## src/rtl/sock_pkg.sv

```systemverilog
package sock_pkg;
    localparam int DATA_W   = 64;
    localparam int N_PIN    = 6;
    localparam int N_FLAG   = 3;
    localparam int N_EN     = 2;
    localparam int STAT_W   = N_PIN + N_EN + N_FLAG;
    localparam int SYNC_LEN = 2;

    // positions inside the sampled pin vector (match status bits 5:0)
    localparam int PIN_CD0 = 0;
    localparam int PIN_CD1 = 1;
    localparam int PIN_WP  = 4;
    localparam int PIN_RDY = 5;

    typedef struct packed {
        logic       rdy;
        logic       wp;
        logic [1:0] vs;
        logic [1:0] cd_n;
    } sock_pins_t;

    typedef struct packed {
        logic rdy_chg;
        logic wp_chg;
        logic cd_chg;
    } sock_flags_t;
endpackage

```

## src/rtl/sock_sync.sv

```systemverilog
module sock_sync #(
    parameter int W      = 6,
    parameter int STAGES = 2
) (
    input  logic         clk,
    input  logic         rst_n,
    input  logic [W-1:0] d_i,
    output logic [W-1:0] q_o,
    output logic         vld_o
);
    typedef struct packed {
        logic [STAGES-1:0][W-1:0] pipe;
        logic [STAGES-1:0]        vld;
    } sync_st_t;

    sync_st_t st_d, st_q;

    always_comb begin
        st_d         = st_q;
        st_d.pipe[0] = d_i;
        st_d.vld[0]  = 1'b1;
        for (int s = 1; s < STAGES; s++) begin
            st_d.pipe[s] = st_q.pipe[s-1];
            st_d.vld[s]  = st_q.vld[s-1];
        end
    end

    always_ff @(posedge clk or negedge rst_n) begin
        if (!rst_n) st_q <= '0;
        else        st_q <= st_d;
    end

    assign q_o   = st_q.pipe[STAGES-1];
    assign vld_o = st_q.vld[STAGES-1];
endmodule

```

## src/rtl/sock_edge.sv

```systemverilog
module sock_edge #(
    parameter int W = 6
) (
    input  logic         clk,
    input  logic         rst_n,
    input  logic [W-1:0] smp_i,
    input  logic         vld_i,
    output logic [W-1:0] diff_o
);
    typedef struct packed {
        logic [W-1:0] hist;
        logic         hist_vld;
    } edge_st_t;

    edge_st_t st_d, st_q;

    always_comb begin
        st_d          = st_q;
        st_d.hist     = smp_i;
        st_d.hist_vld = st_q.hist_vld | vld_i;
    end

    always_ff @(posedge clk or negedge rst_n) begin
        if (!rst_n) st_q <= '0;
        else        st_q <= st_d;
    end

    // compare only once the history holds a genuine sample
    assign diff_o = st_q.hist_vld ? (smp_i ^ st_q.hist) : '0;

    AST_DIFF_NEEDS_MOVE: assert property (@(posedge clk) disable iff (!rst_n)
        (diff_o != '0) |-> !$stable(smp_i)) else $error("diff without input move");
endmodule

```

## src/rtl/sock_flags.sv

```systemverilog
module sock_flags #(
    parameter int N = 3
) (
    input  logic         clk,
    input  logic         rst_n,
    input  logic [N-1:0] set_i,
    input  logic         clr_i,
    input  logic [N-1:0] mask_i,
    output logic [N-1:0] flags_o,
    output logic         irq_o
);
    typedef struct packed {
        logic [N-1:0] flags;
    } flag_st_t;

    flag_st_t st_d, st_q;

    always_comb begin
        st_d = st_q;
        // a set arriving with the clear wins so no event is dropped
        st_d.flags = (st_q.flags & ~{N{clr_i}}) | set_i;
    end

    always_ff @(posedge clk or negedge rst_n) begin
        if (!rst_n) st_q <= '0;
        else        st_q <= st_d;
    end

    assign flags_o = st_q.flags;
    assign irq_o   = |(st_q.flags & ~mask_i);

    for (genvar i = 0; i < N; i++) begin : g_chk
        AST_FLAG_STICKY: assert property (@(posedge clk) disable iff (!rst_n)
            (flags_o[i] && !clr_i) |=> flags_o[i]) else $error("flag dropped");
        AST_FLAG_CLEARED: assert property (@(posedge clk) disable iff (!rst_n)
            (clr_i && !set_i[i]) |=> !flags_o[i]) else $error("flag not cleared");
        AST_FLAG_KEPT: assert property (@(posedge clk) disable iff (!rst_n)
            (clr_i && set_i[i]) |=> flags_o[i]) else $error("coincident event lost");
        AST_FLAG_CAUSE: assert property (@(posedge clk) disable iff (!rst_n)
            $rose(flags_o[i]) |-> $past(set_i[i])) else $error("flag set without cause");
    end

    AST_IRQ_ALL_MASKED: assert property (@(posedge clk) disable iff (!rst_n)
        (&mask_i) |-> !irq_o) else $error("irq while fully masked");
endmodule

```

## src/rtl/sock_status_reg.sv

```systemverilog
module sock_status_reg
    import sock_pkg::*;
(
    input  logic              clk,
    input  logic              rst_n,
    input  logic              sel_i,
    input  logic              rd_i,
    output logic [DATA_W-1:0] rdata_o,
    input  logic [1:0]        cd_n_i,
    input  logic [1:0]        vsense_i,
    input  logic              wprot_i,
    input  logic              ready_i,
    input  logic              en3v_i,
    input  logic              en5v_i,
    input  logic [N_FLAG-1:0] irq_mask_i,
    output logic              irq_o
);
    typedef struct packed {
        logic [N_EN-1:0] en;
    } top_st_t;

    top_st_t     st_d, st_q;
    sock_pins_t  raw_pins;
    logic [N_PIN-1:0]  smp;
    logic              smp_vld;
    logic [N_PIN-1:0]  diff;
    sock_flags_t       set_vec;
    logic [N_FLAG-1:0] flags;
    logic              clr;
    logic [STAT_W-1:0] stat_word;

    always_comb begin
        raw_pins.cd_n = cd_n_i;
        raw_pins.vs   = vsense_i;
        raw_pins.wp   = wprot_i;
        raw_pins.rdy  = ready_i;
    end

    sock_sync #(.W(N_PIN), .STAGES(SYNC_LEN)) sync_i (
        .clk   (clk),
        .rst_n (rst_n),
        .d_i   (raw_pins),
        .q_o   (smp),
        .vld_o (smp_vld)
    );

    sock_edge #(.W(N_PIN)) edge_i (
        .clk    (clk),
        .rst_n  (rst_n),
        .smp_i  (smp),
        .vld_i  (smp_vld),
        .diff_o (diff)
    );

    always_comb begin
        set_vec.cd_chg  = diff[PIN_CD0] | diff[PIN_CD1];
        set_vec.wp_chg  = diff[PIN_WP];
        set_vec.rdy_chg = diff[PIN_RDY];
        clr             = sel_i & rd_i;
    end

    sock_flags #(.N(N_FLAG)) flags_i (
        .clk     (clk),
        .rst_n   (rst_n),
        .set_i   (set_vec),
        .clr_i   (clr),
        .mask_i  (irq_mask_i),
        .flags_o (flags),
        .irq_o   (irq_o)
    );

    always_comb begin
        st_d    = st_q;
        st_d.en = {en5v_i, en3v_i};
    end

    always_ff @(posedge clk or negedge rst_n) begin
        if (!rst_n) st_q <= '0;
        else        st_q <= st_d;
    end

    assign stat_word = {flags, st_q.en, smp};
    assign rdata_o   = sel_i ? DATA_W'(stat_word) : '0;

    AST_DESELECT_ZERO: assert property (@(posedge clk) disable iff (!rst_n)
        !sel_i |-> (rdata_o == '0)) else $error("data leaked while deselected");
    AST_EN_TRACK: assert property (@(posedge clk) disable iff (!rst_n)
        sel_i |=> (rdata_o[6] == $past(en3v_i)) || !sel_i) else $error("3V mirror wrong");
endmodule

```

## config.mk

```make
export PLATFORM = sky130hd
export DESIGN_NAME = sock_status_reg
export DESIGN_NICKNAME = d
export VERILOG_FILES = /design/src/rtl/sock_pkg.sv /design/src/rtl/sock_sync.sv /design/src/rtl/sock_edge.sv /design/src/rtl/sock_flags.sv /design/src/rtl/sock_status_reg.sv
export SDC_FILE = /design/constraint.sdc
export NUM_CORES = 1
export LEC_CHECK = 0
export ABC_AREA = 1
export ABC_CLOCK_PERIOD_IN_PS = 1250
export BUFFER_PORTS_ARGS = -buffer_cell sky130_fd_sc_hd__buf_4
export CAP_MARGIN = 0
export CORE_MARGIN = 2
export CORE_UTILIZATION = 43
export CTS_BUF_LIST = sky130_fd_sc_hd__clkbuf_2
export DETAILED_ROUTE_END_ITERATION = 7
export PLACE_DENSITY_LB_ADDON = 0.2
export SETUP_SLACK_MARGIN = 0.3
export SLEW_MARGIN = 20
export SYNTH_ARGS = -nofsm -noshare
export SYNTH_HDL_FRONTEND = slang
export SYNTH_SLANG_ARGS = --single-unit
```

## constraint.sdc

```tcl
create_clock -name clk -period 1.25 [get_ports clk]
set_clock_uncertainty 0.15 [all_clocks]
set_input_delay 0.0625 -clock clk [delete_from_list [all_inputs] [get_ports clk]]
set_output_delay 0.0625 -clock clk [all_outputs]
set_load 0.005 [all_outputs]
```

==> flow_summary_export.csv <==
group,metric,value,unit
global_routing,grt_max_degree,25,
timing,layout_min_cycle_time,1.24,ns
routing,drtIter0Drc,1,
layout,n_fill_cell,243,
routing,via_count,740,
power,p_leak,0.894,nW
place,dp_hpwl,1160,um
yosys,synth_top_area_share,49.0,%
routing,viasPerCell,3.56,
layout,drive_gt1_share,28.2,%
timing,setup_slack,0.00562,ns
routing,firstDrtPassIters,2,
layout,final-seq-area,601,um^2
power,power_density,892,mW/mm^2
flow_run,maxCapViolCount,0,
layout,final_common_cell,"conb_1",
layout,diodes,0,
timing,whs,-0.00698,ns
clock_network,clock_latency,0.31,ns
timing,min_period_over_period,99.6,%
timing,slew_violations,0,
place,place.gp.congestion,0.707,
clock_network,path_clk_slew,0.19,ns
floorplan,die_h,57.4,um
layout,multi_input_area,370,um^2
layout,syn_to_final_growth,22.7,%
yosys,yosysWarningCount,0,
worst_setup_path,startpoint_type,"flop",
yosys,seq_area_frac_synth,49.0,%
yosys,syn_area,0.00123,mm^2
clock_network,numCtsBuffers,3,
worst_hold_path,hp-class,"in -> async",
clock_network,root_buffer,"clkbuf_2",
clock_network,cts_tree,"built",
timing,hold_viol,24,
worst_setup_path,crit_required,1.04,ns
worst_setup_path,worst-setup-path-type,"reg -> out",
routing,post-route-drc-count,0,
floorplan,die_w,57.4,um
global_routing,gr-usage-all-layers,10.3,%
yosys,syn_avg_cell_area,9.29,um^2
yosys,synthDistinctLibCells,9,
layout,nNetsFinal,194,
global_routing,grt_antenna_before_repair,0,
global_routing,grt_pass1_vias,644,
layout,final_core_util,55.0,%
global_routing,grt-ovfl-total,0,
floorplan,start_util,44.9,%
yosys,ys_ff_latch,24,
worst_setup_path,cp_data_arrival_time,1.03,ns
layout,layout_common_cells,"conb_1 (54), dfrtp_1 (24), nand2_1 (23), buf_4 (19), buf_6 (15)",
worst_setup_path,cp-end-kind,"output port",
outcome,failed_checks,"hold timing",
timing,fin_tns_setup,0,ns
routing,avgRoutedWirePerCell,8.00,um
power,ir_worst_vdd,0.593,mV
clock_network,cts_sinks,24,
power,total_power,1.34,mW
global_routing,grt_pass1_wl,2680,um
routing,antenna_left,0,
outcome,outcome,"finished, violations left",
timing,rsz0062_at_grt,"true",
place,portBuffers,26,
clock_network,clockBufferDepth,2,
floorplan,core,0.00273,mm^2
floorplan,rows,19,
floorplan,io_pins,80,
yosys,synthTopCellsByArea,"dfrtp_1 (49%), buf_4 (33%), nand2_1 (7.7%), inv_1 (5.5%), nand3_1 (2.0%)",
yosys,syn_inst,132,
timing,fmax,804,MHz
clock_network,cts_hold_buf,10,
timing,setup_viol,0,
worst_setup_path,path_max_fanout,3,
place,post-place-ws,0.250,ns
clock_network,ctsHtreeMaxLevel,1,
routing,wl,1660,um
yosys,yosysTopAreaCell,"dfrtp_1",
floorplan,die-area,0.00329,mm^2
[path summary, 6_finish.rpt]
kind | startpoint | end | slack [ns] | depth (start not counted)
min in group clk | sel_i | flags_i.flags_o[1] | 0 | 4
max in group asynchronous | rst_n | edge_i.st_q[1] | 0.74 | 2
hold reg to reg | sync_i.st_d[13] | sync_i.q_o[5] | 0.22 | 0
hold / removal | rst_n | sync_i.st_d[10] | -0.007 | 2
setup / recovery | flags_i.flags_o[1] | irq_o | 0.006 | 3
setup reg to reg | sync_i.q_o[5] | flags_i.flags_o[2] | 0.15 | 4
[routing by layer]
layer	share of wire (%)	GRT usage (%)	wire length [um]
met1	37	12.4	610
met2	55	18.7	915
met3	8.3	1.36	138
met4	0	3.99	0
met5	0	0	0
[synthesized netlist by cell type]
| master | n |
|---|---|
| buf_4 | 54 |
| nand2_1 | 25 |
| dfrtp_1 | 24 |
| inv_1 | 18 |
| nand3_1 | 5 |
| conb_1 | 2 |
| or2_1 | 2 |
| o211ai_1 | 1 |
| or2_2 | 1 |
[metrics by stage]
stage / instances / area (um^2)
after floorplan: 184 / 1420
after global placement: 187 / 1250
after detailed placement: 187 / 1250
after CTS: 205 / 1460
after global routing: 208 / 1500
final: 208 / 1500
[area by class of cell]
type                            instances  share of cell area [%]
Tap cell                               31                    2.58
Timing Repair Buffer                   44                    27.4
Sequential cell                        24                    39.9
Clock buffer                            3                   0.998
Multi-Input combinational cell         88                    24.6
Inverter                               18                    4.49
[logic make-up after synthesis]
group,share of synthesized area (%)
compound gates,0.612
buf+inv,38.6
flops,49.0
other cells,0.612
simple gates,11.2
[worst max-delay path: stages, from the launching register on]
cell	delay, ns
dfrtp_1	0.40
inv_1	0.04
o211ai_1	0.14
buf_4	0.13
[sequential cells by signal, summed over array words and instances (netlist names)]
signal	cells
sync_i.vld_o	1
sync_i.st_d	7
flags_i.flags_o	3
edge_i.st_q	5
sync_i.q_o	6
st_q	2
[report_power, final]
group	switching (mW)	internal, mW	leakage (nW)	total, mW
Sequential	0.0167	0.815	0.270	0.832
Combinational	0.118	0.127	0.611	0.245
Clock	0.200	0.0654	0.0125	0.265
Total	0.334	1.01	0.894	1.34
[what timing repair did]
item                                    in CTS  in global routing
endpoints found under the hold margin       35                 25
endpoints found under the setup margin      15                 16
setup buffers                                5                  3
resized for setup                           16                 12
pin swaps                                    4                  4
(Power assumes the default switching activity.)
